`src/rtl/acg_pkg.sv`:
```
`timescale 1ns/1ps
package acg_pkg;
  typedef enum logic {
    MODE_SLAVE  = 1'b0,
    MODE_MASTER = 1'b1
  } acg_mode_e;

  // index of the reference signal inside the activity monitor vector
  localparam int unsigned MON_LRCK = 0;
  localparam int unsigned MON_BCK  = 1;
  localparam int unsigned MON_N    = 2;
endpackage

```
`src/rtl/acg_mclk_div.sv`:
```
`timescale 1ns/1ps
module acg_mclk_div #(
  parameter int unsigned DIV_W = 2
) (
  input  logic             clk_i,
  input  logic             rst_ni,
  input  logic             srst_i,
  input  logic [DIV_W-1:0] div_m1_i,
  output logic             tick_o,
  output logic             conv_clk_o,
  output logic             aux_clk_o
);
  logic [DIV_W-1:0] cnt_q, cnt_nxt;
  logic [DIV_W:0]   half;
  logic             conv_q, aux_q;

  assign tick_o  = (cnt_q == div_m1_i);
  assign cnt_nxt = tick_o ? '0 : cnt_q + 1'b1;
  assign half    = ({1'b0, div_m1_i} + 1'b1) >> 1;

  always_ff @(posedge clk_i or negedge rst_ni) begin
    if (!rst_ni) begin
      cnt_q  <= '0;
      conv_q <= 1'b0;
      aux_q  <= 1'b0;
    end else if (srst_i) begin
      cnt_q  <= '0;
      conv_q <= 1'b0;
      aux_q  <= 1'b0;
    end else begin
      cnt_q  <= cnt_nxt;
      conv_q <= ({1'b0, cnt_nxt} < half);
      aux_q  <= ~aux_q;
    end
  end

  // ratio 1: master clock is already 256fs
  assign conv_clk_o = (div_m1_i == '0) ? clk_i : conv_q;
  assign aux_clk_o  = aux_q;
endmodule

```
`src/rtl/acg_frame_gen.sv`:
```
`timescale 1ns/1ps
module acg_frame_gen #(
  parameter int unsigned BCK_LOG2   = 2,
  parameter int unsigned FRAME_LOG2 = 6,
  localparam int unsigned FCNT_W    = BCK_LOG2 + FRAME_LOG2 + 1
) (
  input  logic clk_i,
  input  logic rst_ni,
  input  logic srst_i,
  input  logic tick_i,
  input  logic low_rate_i,
  input  logic master_i,
  input  logic resync_i,
  output logic bck_o,
  output logic lrck_o,
  output logic frame_o
);
  logic [FCNT_W-1:0] fcnt_q;
  logic              fr_q;
  logic              wrap, bck_bit, lrck_bit;

  // reduced rate shifts both taps up one stage
  assign bck_bit  = low_rate_i ? fcnt_q[BCK_LOG2]          : fcnt_q[BCK_LOG2-1];
  assign lrck_bit = low_rate_i ? fcnt_q[FCNT_W-1]          : fcnt_q[FCNT_W-2];
  assign wrap     = low_rate_i ? (&fcnt_q) : (&fcnt_q[FCNT_W-2:0]);

  always_ff @(posedge clk_i or negedge rst_ni) begin
    if (!rst_ni) begin
      fcnt_q <= '0;
      fr_q   <= 1'b0;
    end else if (srst_i) begin
      fcnt_q <= '0;
      fr_q   <= 1'b0;
    end else begin
      if (!master_i && resync_i) fcnt_q <= '0;
      else if (tick_i)           fcnt_q <= fcnt_q + 1'b1;
      fr_q <= master_i ? (tick_i & wrap) : resync_i;
    end
  end

  assign bck_o   = master_i & bck_bit;
  assign lrck_o  = master_i & lrck_bit;
  assign frame_o = fr_q;
endmodule

```
`src/rtl/acg_activity_mon.sv`:
```
`timescale 1ns/1ps
module acg_activity_mon #(
  parameter int unsigned N       = 2,
  parameter int unsigned TIMEOUT = 4096,
  localparam int unsigned TW     = $clog2(TIMEOUT + 1)
) (
  input  logic         clk_i,
  input  logic         rst_ni,
  input  logic         clr_i,
  input  logic [N-1:0] sig_i,
  output logic         present_o,
  output logic         fall0_o
);
  logic [N-1:0] s1_q, s2_q, s3_q, act_q, edge_d;

  always_ff @(posedge clk_i or negedge rst_ni) begin
    if (!rst_ni) begin
      s1_q <= '0;
      s2_q <= '0;
      s3_q <= '0;
    end else begin
      s1_q <= sig_i;
      s2_q <= s1_q;
      s3_q <= s2_q;
    end
  end

  assign edge_d = s2_q ^ s3_q;

  for (genvar i = 0; i < N; i++) begin : g_mon
    logic [TW-1:0] tmr_q;
    always_ff @(posedge clk_i or negedge rst_ni) begin
      if (!rst_ni) begin
        tmr_q    <= '0;
        act_q[i] <= 1'b0;
      end else if (clr_i) begin
        tmr_q    <= '0;
        act_q[i] <= 1'b0;
      end else if (edge_d[i]) begin
        tmr_q    <= '0;
        act_q[i] <= 1'b1;
      end else if (act_q[i]) begin
        if (tmr_q == TW'(TIMEOUT - 1)) act_q[i] <= 1'b0;
        else                           tmr_q    <= tmr_q + 1'b1;
      end
    end
  end

  assign present_o = &act_q;
  assign fall0_o   = s3_q[0] & ~s2_q[0];
endmodule

```
`src/rtl/audio_clk_gen.sv`:
```
`timescale 1ns/1ps
module audio_clk_gen
  import acg_pkg::*;
#(
  parameter int unsigned DIV_W      = 2,
  parameter int unsigned BCK_LOG2   = 2,
  parameter int unsigned FRAME_LOG2 = 6,
  parameter int unsigned PRESENT_TO = 4096,
  localparam int unsigned SEL_W     = DIV_W + 1
) (
  input  logic             clk_i,
  input  logic             rst_ni,
  input  logic             srst_i,
  input  logic [SEL_W-1:0] sel_i,
  input  logic             master_i,
  input  logic             lrck_i,
  input  logic             bck_i,
  output logic             conv_clk_o,
  output logic             aux_clk_o,
  output logic             lrck_o,
  output logic             bck_o,
  output logic             lrck_oe_o,
  output logic             bck_oe_o,
  output logic             frame_start_o,
  output logic             clk_present_o
);
  logic [SEL_W-1:0] sel_q;
  acg_mode_e        mode_q;
  logic             tick, is_master, resync, mon_clr;
  logic [MON_N-1:0] mon_sig;

  always_ff @(posedge clk_i or negedge rst_ni) begin
    if (!rst_ni) begin
      sel_q  <= '0;
      mode_q <= MODE_SLAVE;
    end else if (srst_i) begin
      sel_q  <= sel_i;
      mode_q <= acg_mode_e'(master_i);
    end
  end

  assign is_master = (mode_q == MODE_MASTER);

  acg_mclk_div #(.DIV_W(DIV_W)) u_div (
    .clk_i      (clk_i),
    .rst_ni     (rst_ni),
    .srst_i     (srst_i),
    .div_m1_i   (sel_q[DIV_W-1:0]),
    .tick_o     (tick),
    .conv_clk_o (conv_clk_o),
    .aux_clk_o  (aux_clk_o)
  );

  acg_frame_gen #(.BCK_LOG2(BCK_LOG2), .FRAME_LOG2(FRAME_LOG2)) u_frame (
    .clk_i      (clk_i),
    .rst_ni     (rst_ni),
    .srst_i     (srst_i),
    .tick_i     (tick),
    .low_rate_i (sel_q[SEL_W-1]),
    .master_i   (is_master),
    .resync_i   (resync),
    .bck_o      (bck_o),
    .lrck_o     (lrck_o),
    .frame_o    (frame_start_o)
  );

  always_comb begin
    mon_sig           = '0;
    mon_sig[MON_LRCK] = lrck_i;
    mon_sig[MON_BCK]  = bck_i;
  end
  assign mon_clr = srst_i | is_master;

  acg_activity_mon #(.N(MON_N), .TIMEOUT(PRESENT_TO)) u_mon (
    .clk_i     (clk_i),
    .rst_ni    (rst_ni),
    .clr_i     (mon_clr),
    .sig_i     (mon_sig),
    .present_o (clk_present_o),
    .fall0_o   (resync)
  );

  assign lrck_oe_o = is_master;
  assign bck_oe_o  = is_master;
endmodule

```
`config.mk`:
```
export PLATFORM = sky130hd
export DESIGN_NAME = audio_clk_gen
export DESIGN_NICKNAME = d
export VERILOG_FILES = /design/src/rtl/acg_pkg.sv /design/src/rtl/acg_mclk_div.sv /design/src/rtl/acg_frame_gen.sv /design/src/rtl/acg_activity_mon.sv /design/src/rtl/audio_clk_gen.sv
export SDC_FILE = /design/constraint.sdc
export NUM_CORES = 1
export LEC_CHECK = 0
export BUFFER_PORTS_ARGS = -buffer_cell sky130_fd_sc_hd__buf_2
export CORE_ASPECT_RATIO = 0.7
export CORE_MARGIN = 5
export CORE_UTILIZATION = 37
export CTS_CLUSTER_SIZE = 8
export DETAILED_ROUTE_END_ITERATION = 12
export GPL_ROUTABILITY_DRIVEN = 0
export SETUP_SLACK_MARGIN = 0.4
export SKIP_LAST_GASP = 1
export SLEW_MARGIN = 20
export SYNTH_ARGS = -nofsm -noshare
export SYNTH_HDL_FRONTEND = slang
export SYNTH_SLANG_ARGS = --single-unit
```
`constraint.sdc`:
```
create_clock -name clk_i -period 2.7 [get_ports clk_i]
set_clock_uncertainty 0.1 [all_clocks]
set_input_delay 0.27 -clock clk_i [delete_from_list [all_inputs] [get_ports clk_i]]
set_output_delay 0.27 -clock clk_i [all_outputs]
set_load 0.005 [all_outputs]
```
==> summary.txt <==
Crit path capture type: output port
Asr flop ratio synth: 100%
Yosys reg bits: 52
Nets@finish: 296
Share of cells above drive strength 1: 14.6%
Post-route insts no fill: 374
DP Cell Count: 356
Area Growth Syn to Fin: 14.8%
Max Fanout on Critical Path: 2
Via count: 2010
Post-synth EDFFs: 0
Port Buf Inserts: 16
Vias in the first global route: 2011
I/O Pins: 17
Final setup fails: 0
Post-route DRC: 0
Max cap viols: 0
Syn Area/Cell: 10.3 um^2
Initial Utilization: 38.1%
Tot GR Track Use: 13.6%
Cells after Synth: 251
Sequential Area: 0.00130 mm^2
Min-Delay Path Class: primary input to flop
Initial antenna violation count: 0
RSZ-0062 raised after global routing: true
P per Cell Area: 558 mW/mm^2
Routed len/inst: 14.2 um
Worst Path Required: 2330 ps
Critical Setup Path Class: clock port to output port
Antenna cells: 0
Status: complete, no violations
Clk slew on worst S/H paths: 100 ps
Number of hold violations in the final report: 0
Crit path cell chain: buf_8 > buf_8 > mux2_4 > buf_6
Core area: 0.00679 mm^2
Worst IR Drop VDD: 0.527 mV
Row cnt: 25
Post-synth top flop: dfrtp_1
CTS tree: yes
Critical path's largest stage delay: 260 ps
Clock latency on the worst-skew pair: 420 ps
Startpoint Class: clock port
Total grt overflow: 0
Critical path's slowest cell: mux2_4
Critical Path AT: 1920 ps
Synth Cell Area: 0.00259 mm^2
Vias per inst: 5.37
Die height: 80.0 um
Pleak: 0.00127 uW
Syn Nets: 268
Final WL: 5320 um
Die X-Extent: 110 um
Post-route ant nets: 0
Dpl hpwl: 3760 um
Pin count of the biggest net entering global routing: 26
Fillers: 668
Most frequent CP cell: buf_8
Multi-input gate area: 0.00122 mm^2
Max Slew Vio Count: 0
Yosys warns: 0
Die area: 0.00880 mm^2
Seq/Total Area, Yosys: 50.3%
First-pass GRT wire length: 9340 um
Fin Setup TNS: 0 ps
Initial DRC Count: 75
Synth unique cells: 49
First-pass detailed-route iteration total: 4
Slew margin rel.: 51.0%
Slew @ Worst Pin: 732 ps
[Yosys cell counts, types with 2 or more instances]
cell type	number	area [um^2]
a21oi_1	15	75.1
nand3_1	14	70.1
nand4_1	7	43.8
or3_1	6	37.5
mux2_2	3	33.8
inv_1	7	26.3
a31oi_1	5	31.3
a211oi_1	4	30.0
clkbuf_1	3	11.3
nand2b_1	2	12.5
xnor2_1	8	70.1
or2_2	2	12.5
nor3_1	8	40.0
dfrtp_1	52	1300
nor2b_1	2	12.5
o31ai_1	4	30.0
xor2_1	5	43.8
nor4_1	6	37.5
o21ai_0	15	75.1
buf_4	2	15.0
and3_1	5	31.3
or4_1	3	22.5
o211a_1	3	30.0
nand2_1	14	52.6
ha_1	8	100
nor2_1	23	86.3
mux2i_1	3	30.0
[placed cells by master, fill, tap and decap left out, types with 6 or more instances in the layout]
| cell type | synthesis | routed |
|---|---|---|
| nor2_1 | 23 | 23 |
| xnor2_1 | 8 | 8 |
| or3_1 | 6 | 6 |
| a21oi_1 | 15 | 15 |
| nor4_1 | 6 | 6 |
| o21ai_0 | 15 | 15 |
| clkbuf_8 | 0 | 6 |
| inv_1 | 7 | 7 |
| dfrtp_1 | 52 | 52 |
| nand3_1 | 14 | 14 |
| ha_1 | 8 | 8 |
| dlygate4sd3_1 | 0 | 7 |
| nand2_1 | 14 | 14 |
| nor3_1 | 8 | 8 |
| nand4_1 | 7 | 7 |
| buf_2 | 0 | 15 |
[where the power goes]
| group | internal [uW] | switching (uW) |
|---|---|---|
| combinational | 69.1 | 113 |
| sequential | 811 | 35.1 |
| clock | 323 | 306 |
[kinds of logic (layout without fill, tap and decap cells)]
group	count (synthesis)	after routing	synth area share (%)
AOI/OAI and AO/OA	54	54	14.1
xor gates and xnor gates	13	13	4.40
adders and majority gates	8	8	3.87
buffers and inverters	14	43	2.61
DFF	52	52	50.3
muxes	6	6	2.46
and+or+nand+nor	104	104	22.3
[final timing paths]
kind / end / slack [ps] / start / cells past startpoint
worst max-delay path: conv_clk_o / 410 / clk_i / 4
worst min-delay path: u_div.conv_q$_DFF_PN0_ / 60 / srst_i / 2
worst max register to register: u_div.conv_q$_DFF_PN0_ / 620 / sel_q[1]$_DFFE_PN0P_ / 5
worst min register to register: u_mon.s2_q[1]$_DFF_PN0_ / 270 / u_mon.s1_q[1]$_DFF_PN0_ / 0
max in group asynchronous: u_mon.g_mon[1].tmr_q[12]$_DFFE_PN0P_ / 1580 / rst_ni / 3
min in group asynchronous: u_mon.g_mon[1].tmr_q[7]$_DFFE_PN0P_ / 280 / rst_ni / 2
[critical path: cells and delay by family]
kind                   cells  cell delay, ps
buffers and inverters      3             320
muxes                      1             260
[state kept, by name, summed over array words and instances, names as in the netlist]
name               flops
u_frame.fcnt_q         9
sel_q                  3
u_div.cnt_q            2
bck_oe_o               1
u_mon.s1_q             2
u_mon.s2_q             2
u_mon.act_q            2
u_mon.g_mon.tmr_q     26
u_frame.frame_o        1
u_mon.s3_q             2
u_div.conv_q           1
u_div.aux_clk_o        1
[per-layer routing]
| metal | up-vias | wire (um) | global-route usage [%] |
|---|---|---|---|
| met1 | 986 | 2900 | 20.0 |
| met4 | 0 | 21 | 4.73 |
| met3 | 2 | 237 | 4.28 |
| met2 | 37 | 2160 | 18.6 |
| li1 | 985 | - | - |
| met5 | - | 0 | 0 |
[per-stage QoR]
step | setup WS [ps] | instance area, um^2 | hold slack (ps) | util (%) | total power (uW)
floorplan | 725 | 2590 | -126 | - | 986
global placement | 624 | 2760 | 209 | 40.7 | 1050
detailed placement | 624 | 2760 | 212 | 40.7 | 1050
CTS | 374 | 2970 | 48.0 | 43.8 | 1660
global route | 394 | 2970 | 65.8 | 43.8 | 1750
finish | 410 | 2970 | 61.9 | 43.8 | 1660
[what timing repair did]
action | in CTS | in global routing
hold endpoints to repair | 29 | 0
setup endpoints to repair | 1 | 1
resized for setup | 2 | 2
hold buffers | 7 | 0
pin swaps | 0 | 0
setup buffers | 0 | 0
[cell type report]
| cell class | count | share of cell area (%) |
|---|---|---|
| Sequential cell | 52 | 43.8 |
| Multi-Input combinational cell | 185 | 41.2 |
| Timing Repair Buffer | 24 | 5.39 |
| Clock buffer | 10 | 4.29 |
| Tap cell | 94 | 3.96 |
| Inverter | 7 | 0.884 |
| Clock inverter | 2 | 0.547 |
Note: power is estimated with default switching activity, not from simulation.
